File: src/rtl/boot_remap_pkg.sv
// Package: shared target encoding for the boot remap decoder.
// Assumes at most three physical targets plus a "none" code.
package boot_remap_pkg;

    typedef enum logic [1:0] {
        TGT_NONE  = 2'd0,
        TGT_ROM   = 2'd1,
        TGT_SRAM0 = 2'd2,
        TGT_SRAM1 = 2'd3
    } tgt_e;

endpackage

File: src/rtl/brd_addr_decode.sv
// Module: brd_addr_decode
// Purely combinational address map. It classifies a byte address into a target
// and a local offset. The boot window aliases ROM or SRAM0 under `remap`, and
// its offset is reduced modulo the chosen target's size.
// Assumes each target base is aligned to its own size and
// the window size is at least as large as every target.
module brd_addr_decode
    import boot_remap_pkg::*;
#(
    parameter int              ADDR_W     = 32,
    parameter int              BOOT_AW    = 20,
    parameter int              ROM_AW     = 15,
    parameter int              SRAM_AW    = 12,
    parameter int              OFF_W      = 15,
    parameter logic [ADDR_W-1:0] ROM_BASE   = 32'h0010_0000,
    parameter logic [ADDR_W-1:0] SRAM0_BASE = 32'h0020_0000,
    parameter logic [ADDR_W-1:0] SRAM1_BASE = 32'h0030_0000
) (
    input  logic [ADDR_W-1:0] addr,
    input  logic              remap,
    output tgt_e              tgt,
    output logic [OFF_W-1:0]  off
);

    logic in_boot, in_rom, in_sram0, in_sram1;

    // Range matches on the bits above each region's size.
    always_comb begin
        in_boot  = (addr[ADDR_W-1:BOOT_AW] == '0);
        in_rom   = (addr[ADDR_W-1:ROM_AW]  == ROM_BASE[ADDR_W-1:ROM_AW]);
        in_sram0 = (addr[ADDR_W-1:SRAM_AW] == SRAM0_BASE[ADDR_W-1:SRAM_AW]);
        in_sram1 = (addr[ADDR_W-1:SRAM_AW] == SRAM1_BASE[ADDR_W-1:SRAM_AW]);
    end

    // Target select and offset translation; window follows the remap bit.
    always_comb begin
        tgt = TGT_NONE;
        off = '0;
        if (in_boot) begin
            if (remap) begin
                tgt = TGT_SRAM0;
                off = OFF_W'(addr[SRAM_AW-1:0]);
            end else begin
                tgt = TGT_ROM;
                off = OFF_W'(addr[ROM_AW-1:0]);
            end
        end else if (in_rom) begin
            tgt = TGT_ROM;
            off = OFF_W'(addr[ROM_AW-1:0]);
        end else if (in_sram0) begin
            tgt = TGT_SRAM0;
            off = OFF_W'(addr[SRAM_AW-1:0]);
        end else if (in_sram1) begin
            tgt = TGT_SRAM1;
            off = OFF_W'(addr[SRAM_AW-1:0]);
        end
    end

endmodule

File: src/rtl/brd_ctrl_reg.sv
// Module: brd_ctrl_reg
// Holds the remap control bit behind a tiny register port. It resets to 0,
// which selects ROM. Reads are combinational. Offsets other than CTRL_OFF read
// as zero and ignore writes.
module brd_ctrl_reg #(
    parameter int               DATA_W   = 32,
    parameter int               REG_AW   = 4,
    parameter logic [REG_AW-1:0] CTRL_OFF = '0
) (
    input  logic              clk,
    input  logic              rst_n,
    input  logic              reg_en,
    input  logic              reg_we,
    input  logic [REG_AW-1:0] reg_addr,
    input  logic [DATA_W-1:0] reg_wdata,
    output logic [DATA_W-1:0] reg_rdata,
    output logic              remap
);

    logic hit;
    logic unused_wdata;

    assign hit          = reg_en && (reg_addr == CTRL_OFF);
    assign unused_wdata = ^reg_wdata[DATA_W-1:1];

    // Remap bit storage; updates at the edge closing the write cycle.
    always_ff @(posedge clk) begin
        if (!rst_n) begin
            remap <= 1'b0;
        end else if (hit && reg_we) begin
            remap <= reg_wdata[0];
        end
    end

    // Read mux: only the control offset returns data.
    always_comb begin
        reg_rdata = '0;
        if (hit) begin
            reg_rdata[0] = remap;
        end
    end

endmodule

File: src/rtl/brd_rsp_steer.sv
// Module: brd_rsp_steer
// Registers the decoded target of each request and steers the memories'
// next-cycle read data. Because the target is captured, a pending response is
// immune to later remap changes. Also registers the one-cycle error pulses.
// Assumes all memories return read data exactly one cycle after select.
module brd_rsp_steer
    import boot_remap_pkg::*;
#(
    parameter int DATA_W = 32
) (
    input  logic              clk,
    input  logic              rst_n,
    input  logic              req_valid,
    input  logic              req_write,
    input  tgt_e              tgt,
    input  logic              dec_err,
    input  logic              wr_err,
    input  logic [DATA_W-1:0] rom_rdata,
    input  logic [DATA_W-1:0] sram0_rdata,
    input  logic [DATA_W-1:0] sram1_rdata,
    output logic              rsp_valid,
    output logic [DATA_W-1:0] rsp_rdata,
    output logic              rsp_decerr,
    output logic              rsp_wrerr
);

    tgt_e rd_tgt_q;

    // Capture response state: read target (NONE for writes/idle) and flags.
    always_ff @(posedge clk) begin
        if (!rst_n) begin
            rd_tgt_q   <= TGT_NONE;
            rsp_valid  <= 1'b0;
            rsp_decerr <= 1'b0;
            rsp_wrerr  <= 1'b0;
        end else begin
            rd_tgt_q   <= (req_valid && !req_write) ? tgt : TGT_NONE;
            rsp_valid  <= req_valid;
            rsp_decerr <= dec_err;
            rsp_wrerr  <= wr_err;
        end
    end

    // Read-data steering by the captured target; zero otherwise.
    always_comb begin
        unique case (rd_tgt_q)
            TGT_ROM:   rsp_rdata = rom_rdata;
            TGT_SRAM0: rsp_rdata = sram0_rdata;
            TGT_SRAM1: rsp_rdata = sram1_rdata;
            default:   rsp_rdata = '0;
        endcase
    end

endmodule

File: src/rtl/boot_remap_decoder.sv
// Module: boot_remap_decoder (top)
// Bus-side decoder that maps a boot alias window onto ROM or SRAM0 under a
// software remap bit. It also decodes direct ROM/SRAM0/SRAM1 ranges, blocks ROM
// writes and flags unmapped addresses. Assumes synchronous one-cycle-latency
// memories and one request per cycle with no back-pressure.
module boot_remap_decoder
    import boot_remap_pkg::*;
#(
    parameter int               ADDR_W     = 32,
    parameter int               DATA_W     = 32,
    parameter int               BOOT_AW    = 20,
    parameter int               ROM_AW     = 15,
    parameter int               SRAM_AW    = 12,
    parameter int               REG_AW     = 4,
    parameter logic [REG_AW-1:0] CTRL_OFF  = '0,
    parameter logic [ADDR_W-1:0] ROM_BASE   = 32'h0010_0000,
    parameter logic [ADDR_W-1:0] SRAM0_BASE = 32'h0020_0000,
    parameter logic [ADDR_W-1:0] SRAM1_BASE = 32'h0030_0000,
    localparam int              OFF_W      = (ROM_AW > SRAM_AW) ? ROM_AW : SRAM_AW,
    localparam int              BE_W       = DATA_W / 8
) (
    input  logic              clk,
    input  logic              rst_n,
    input  logic              req_valid,
    input  logic [ADDR_W-1:0] req_addr,
    input  logic              req_write,
    input  logic [DATA_W-1:0] req_wdata,
    input  logic [BE_W-1:0]   req_be,
    input  logic              reg_en,
    input  logic              reg_we,
    input  logic [REG_AW-1:0] reg_addr,
    input  logic [DATA_W-1:0] reg_wdata,
    output logic [DATA_W-1:0] reg_rdata,
    output logic              rom_cs,
    output logic              sram0_cs,
    output logic              sram1_cs,
    output logic              mem_we,
    output logic [OFF_W-1:0]  mem_off,
    output logic [DATA_W-1:0] mem_wdata,
    output logic [BE_W-1:0]   mem_be,
    input  logic [DATA_W-1:0] rom_rdata,
    input  logic [DATA_W-1:0] sram0_rdata,
    input  logic [DATA_W-1:0] sram1_rdata,
    output logic              rsp_valid,
    output logic [DATA_W-1:0] rsp_rdata,
    output logic              rsp_decerr,
    output logic              rsp_wrerr
);

    logic remap;
    tgt_e tgt;
    logic dec_err;
    logic wr_err;

    brd_ctrl_reg #(
        .DATA_W   (DATA_W),
        .REG_AW   (REG_AW),
        .CTRL_OFF (CTRL_OFF)
    ) u_ctrl (
        .clk       (clk),
        .rst_n     (rst_n),
        .reg_en    (reg_en),
        .reg_we    (reg_we),
        .reg_addr  (reg_addr),
        .reg_wdata (reg_wdata),
        .reg_rdata (reg_rdata),
        .remap     (remap)
    );

    brd_addr_decode #(
        .ADDR_W     (ADDR_W),
        .BOOT_AW    (BOOT_AW),
        .ROM_AW     (ROM_AW),
        .SRAM_AW    (SRAM_AW),
        .OFF_W      (OFF_W),
        .ROM_BASE   (ROM_BASE),
        .SRAM0_BASE (SRAM0_BASE),
        .SRAM1_BASE (SRAM1_BASE)
    ) u_dec (
        .addr  (req_addr),
        .remap (remap),
        .tgt   (tgt),
        .off   (mem_off)
    );

    // Chip selects, write enable and error detection for the current request.
    always_comb begin
        rom_cs   = req_valid && (tgt == TGT_ROM) && !req_write;
        sram0_cs = req_valid && (tgt == TGT_SRAM0);
        sram1_cs = req_valid && (tgt == TGT_SRAM1);
        mem_we   = req_write && (sram0_cs || sram1_cs);
        wr_err   = req_valid && req_write && (tgt == TGT_ROM);
        dec_err  = req_valid && (tgt == TGT_NONE);
    end

    assign mem_wdata = req_wdata;
    assign mem_be    = req_be;

    brd_rsp_steer #(
        .DATA_W (DATA_W)
    ) u_rsp (
        .clk         (clk),
        .rst_n       (rst_n),
        .req_valid   (req_valid),
        .req_write   (req_write),
        .tgt         (tgt),
        .dec_err     (dec_err),
        .wr_err      (wr_err),
        .rom_rdata   (rom_rdata),
        .sram0_rdata (sram0_rdata),
        .sram1_rdata (sram1_rdata),
        .rsp_valid   (rsp_valid),
        .rsp_rdata   (rsp_rdata),
        .rsp_decerr  (rsp_decerr),
        .rsp_wrerr   (rsp_wrerr)
    );

endmodule

File: config.mk
export PLATFORM = sky130hd
export DESIGN_NAME = boot_remap_decoder
export DESIGN_NICKNAME = d
export VERILOG_FILES = /design/src/rtl/boot_remap_pkg.sv /design/src/rtl/brd_addr_decode.sv /design/src/rtl/brd_ctrl_reg.sv /design/src/rtl/brd_rsp_steer.sv /design/src/rtl/boot_remap_decoder.sv
export SDC_FILE = /design/constraint.sdc
export NUM_CORES = 1
export LEC_CHECK = 0
export BUFFER_PORTS_ARGS = -buffer_cell sky130_fd_sc_hd__buf_2
export CAP_MARGIN = 20
export CORE_AREA = 2 2 127 129
export CTS_CLUSTER_DIAMETER = 60
export DETAILED_ROUTE_END_ITERATION = 6
export DIE_AREA = 0 0 129 131
export GPL_ROUTABILITY_DRIVEN = 0
export PLACE_DENSITY = 0.56
export SLEW_MARGIN = 20
export SYNTH_ARGS = -nofsm -noshare
export SYNTH_HDL_FRONTEND = slang
export SYNTH_SLANG_ARGS = --single-unit
File: constraint.sdc
create_clock -name clk -period 1.2 [get_ports clk]
set_input_delay 0 -clock clk [delete_from_list [all_inputs] [get_ports clk]]
set_output_delay 0 -clock clk [all_outputs]
set_load 0.05 [all_outputs]
==> impl_results.md <==
- Static leakage: 0.002123 µW
- Fill count: 1622
- Clock Skews: 3.343 ps
- CP Cell Sequence: clkbuf_16 > mux2_4 > a22o_4 > buf_6
- Setup TNS: -10920 ps
- Kind of critical path: flip-flop to primary output
- Final min period: 1535 ps
- Clk_lat worst skew: 230 ps
- Site Rows: 46
- Clock Tree Buf Depth: 2
- Synth Cell Area: 1864 µm²
- CTS H-tree lvls: 1
- Crit-path slowest cell: dfxtp_4
- Failing checks: negative setup slack
- Initial DRC Count: 77
- Max VDD drop: 0.4729 mV
- WP buf/inv: 2
- P&R area growth vs syn: 132.3%
- Antenna viol nets, final: 0
- Diodes inserted: 0
- Sequential share of the synthesized area: 0.06443
- Synth Instances: 223
- Final worst slack: -334.9 ps
- Synth warnings: 0
- CTS sink count: 6
- Multi-input gate area: 1873 µm²
- Nets: 613
- Largest net degree at the start of global routing: 29
- Routed WL: 8971 µm
- Die Span Y: 131 µm
- Crit-path max cell delay: 420 ps
- Crit path DAT: 1530 ps
- HP Class: input pin to primary output
- Final hold vios: 0
- Gr usage total: 0.08874
- Count of pins over their slew limit: 0
- Top Ports: 328
- First-pass GRT wire length: 11510 µm
- Final Cycle Share: 1.279
- Post-DP HPWL: 6143 µm
- Worst setup EP type: primary output
- Port bufs: 193
- Vias per cell: 3.725
- Initial antenna violation count: 0
- RSZ-0062 raised after global routing: yes
- Critical-path maximum fanout: 8
- FF/Latch Area: 126.4 µm²
- Fmax: 0.6515 GHz
- CP Launch Type: flip-flop
- CP top delay family: flip-flops
- Power per cell area: 363.0 nW/µm²
- Mean Syn Cell Area: 8.360 µm²
- Drt first pass iters: 4
- Status: complete, but fails checks
- Die width: 129 µm
- Hold Buf Count CTS: 0
- Count of cell types in the netlist: 33
- Pwr Total: 1572 µW
- CTS tree: built
- Critical Path RT: 1200 ps
- GRT overflow: 0
- CTS Buf Count: 3
- Via count: 2313
- CP startpoint: u_rsp.rd_tgt_q[0]
- Hold path startpoint: req_wdata[6]
- Maximum Capacitance Violations: 0
- Setup violators final: 51
- Clock slew at reported path FFs: 40 ps
- Core Box Area: 15600 µm²
- Vias in the first global route: 2220
- Register bit total from synthesis: 6
- Starting density of the core: 0.1195
- Root Buffer: clkbuf_16
- Crit Reg-Reg Startpoint: u_ctrl.remap
- Avg WL per Cell: 14.45 µm
- Layout cell share with drive strength beyond 1: 0.8321
- DRC violations left: 0
- Die area: 16900 µm²
## where the power goes
group | internal, µW | switching (µW) | total, µW
clock | 429 | 124 | 553
combinational | 336 | 478 | 814
sequential | 203 | 1.53 | 205
## path summary, 6_finish.rpt
path                            end  cells past startpoint  slack (ps)
setup reg to reg  u_rsp.rd_tgt_q[0]                      5         -20
setup / recovery      rsp_rdata[30]                      4        -330
hold reg to reg        u_ctrl.remap                      4         710
hold / removal         mem_wdata[6]                      0        0.07
## worst reg2reg max path: stages (launching register included)
cell       delay, ps
dfxtp_2          320
buf_6            110
nor3_4           140
a41oi_4           80
buf_6            170
a2111oi_4        290
## layer usage
metal / global-route usage / part of all wire
met4: 0.01087 / 0.0037
met1: 0.08777 / 0.36
met2: 0.1790 / 0.53
met5: 0 / 0
met3: 0.03420 / 0.10
## placed cells by master, fill, tap and decap left out, types with 2 or more instances in the layout
cell type / n
nor2_1: 2
buf_8: 12
inv_1: 18
a22o_4: 31
nor3b_4: 2
a211oi_4: 11
nor4_1: 2
nand2_1: 3
conb_1: 31
clkbuf_16: 5
mux2_4: 32
buf_12: 9
buf_2: 133
nand3_4: 2
nor3_4: 7
nand4_1: 2
nor4_4: 3
buf_4: 19
dfxtp_2: 2
dfxtp_1: 3
a211oi_2: 2
buf_16: 4
buf_6: 52
## state kept, by name, summed over array words and instances, names as in the netlist
register          cells
u_rsp.rsp_wrerr       1
u_rsp.rsp_decerr      1
u_rsp.rd_tgt_q        2
u_rsp.rsp_valid       1
u_ctrl.remap          1
## Yosys cell counts, drive strengths merged
| master | instances | area share |
|---|---|---|
| a31o | 1 | 0.0047 |
| a41oi | 2 | 0.013 |
| nor4 | 5 | 0.033 |
| nor2 | 2 | 0.0040 |
| a2111oi | 1 | 0.0081 |
| a22oi | 1 | 0.0040 |
| dfxtp | 6 | 0.064 |
| mux2 | 32 | 0.19 |
| nor3 | 9 | 0.041 |
| a211oi | 13 | 0.071 |
| buf | 76 | 0.30 |
| nand3 | 3 | 0.011 |
| a22o | 32 | 0.15 |
| a311oi | 1 | 0.0047 |
| nor3b | 2 | 0.0081 |
| nand4 | 3 | 0.013 |
| nand2 | 4 | 0.0081 |
| nor2b | 1 | 0.0034 |
| mux2i | 1 | 0.0054 |
| conb | 1 | 0.0020 |
| clkbuf | 6 | 0.012 |
| and2 | 1 | 0.0034 |
| inv | 19 | 0.038 |
| and3 | 1 | 0.0034 |
## cell type report
cell class                 count  area share
multi-input combinational    146      0.4325
timing repair buffer         231      0.4421
sequential                     6     0.02918
clock buffer                   3     0.01734
inverter                      19     0.01647
tap                          216     0.06241
## through the flow
stage / instance area [µm²] / cells / setup slack [ps] / hold slack (ps) / util
4_1_cts: 4053 / 616 / -365.6 / 0.3409 / 0.2598
3_3_place_gp: 3306 / 599 / -203.8 / 0.3409 / 0.2119
3_5_place_dp: 3306 / 599 / -222.9 / 0.3409 / 0.2119
2_1_floorplan: 2424 / 253 / -363.8 / 57.70 / -
5_1_grt: 4330 / 621 / -362.1 / 0.2807 / 0.2776
6_report: 4330 / 621 / -334.9 / 0.06528 / 0.2776
## repair_timing
item	in CTS	in global routing
endpoints found under the setup margin	51	52
gates cloned	4	2
buffers inserted	10	3
pin swaps	18	13
resized for setup	140	45
## kinds of logic after synthesis
kind of cell / Yosys count / share of synthesized area
and+or+nand+nor: 31 / 0.1282
buffers and inverters: 101 / 0.3503
muxes: 33 / 0.1987
DFF: 6 / 0.06443
AOI/OAI and AO/OA: 51 / 0.2564
other: 1 / 0.002011
(Power assumes the default switching activity.)
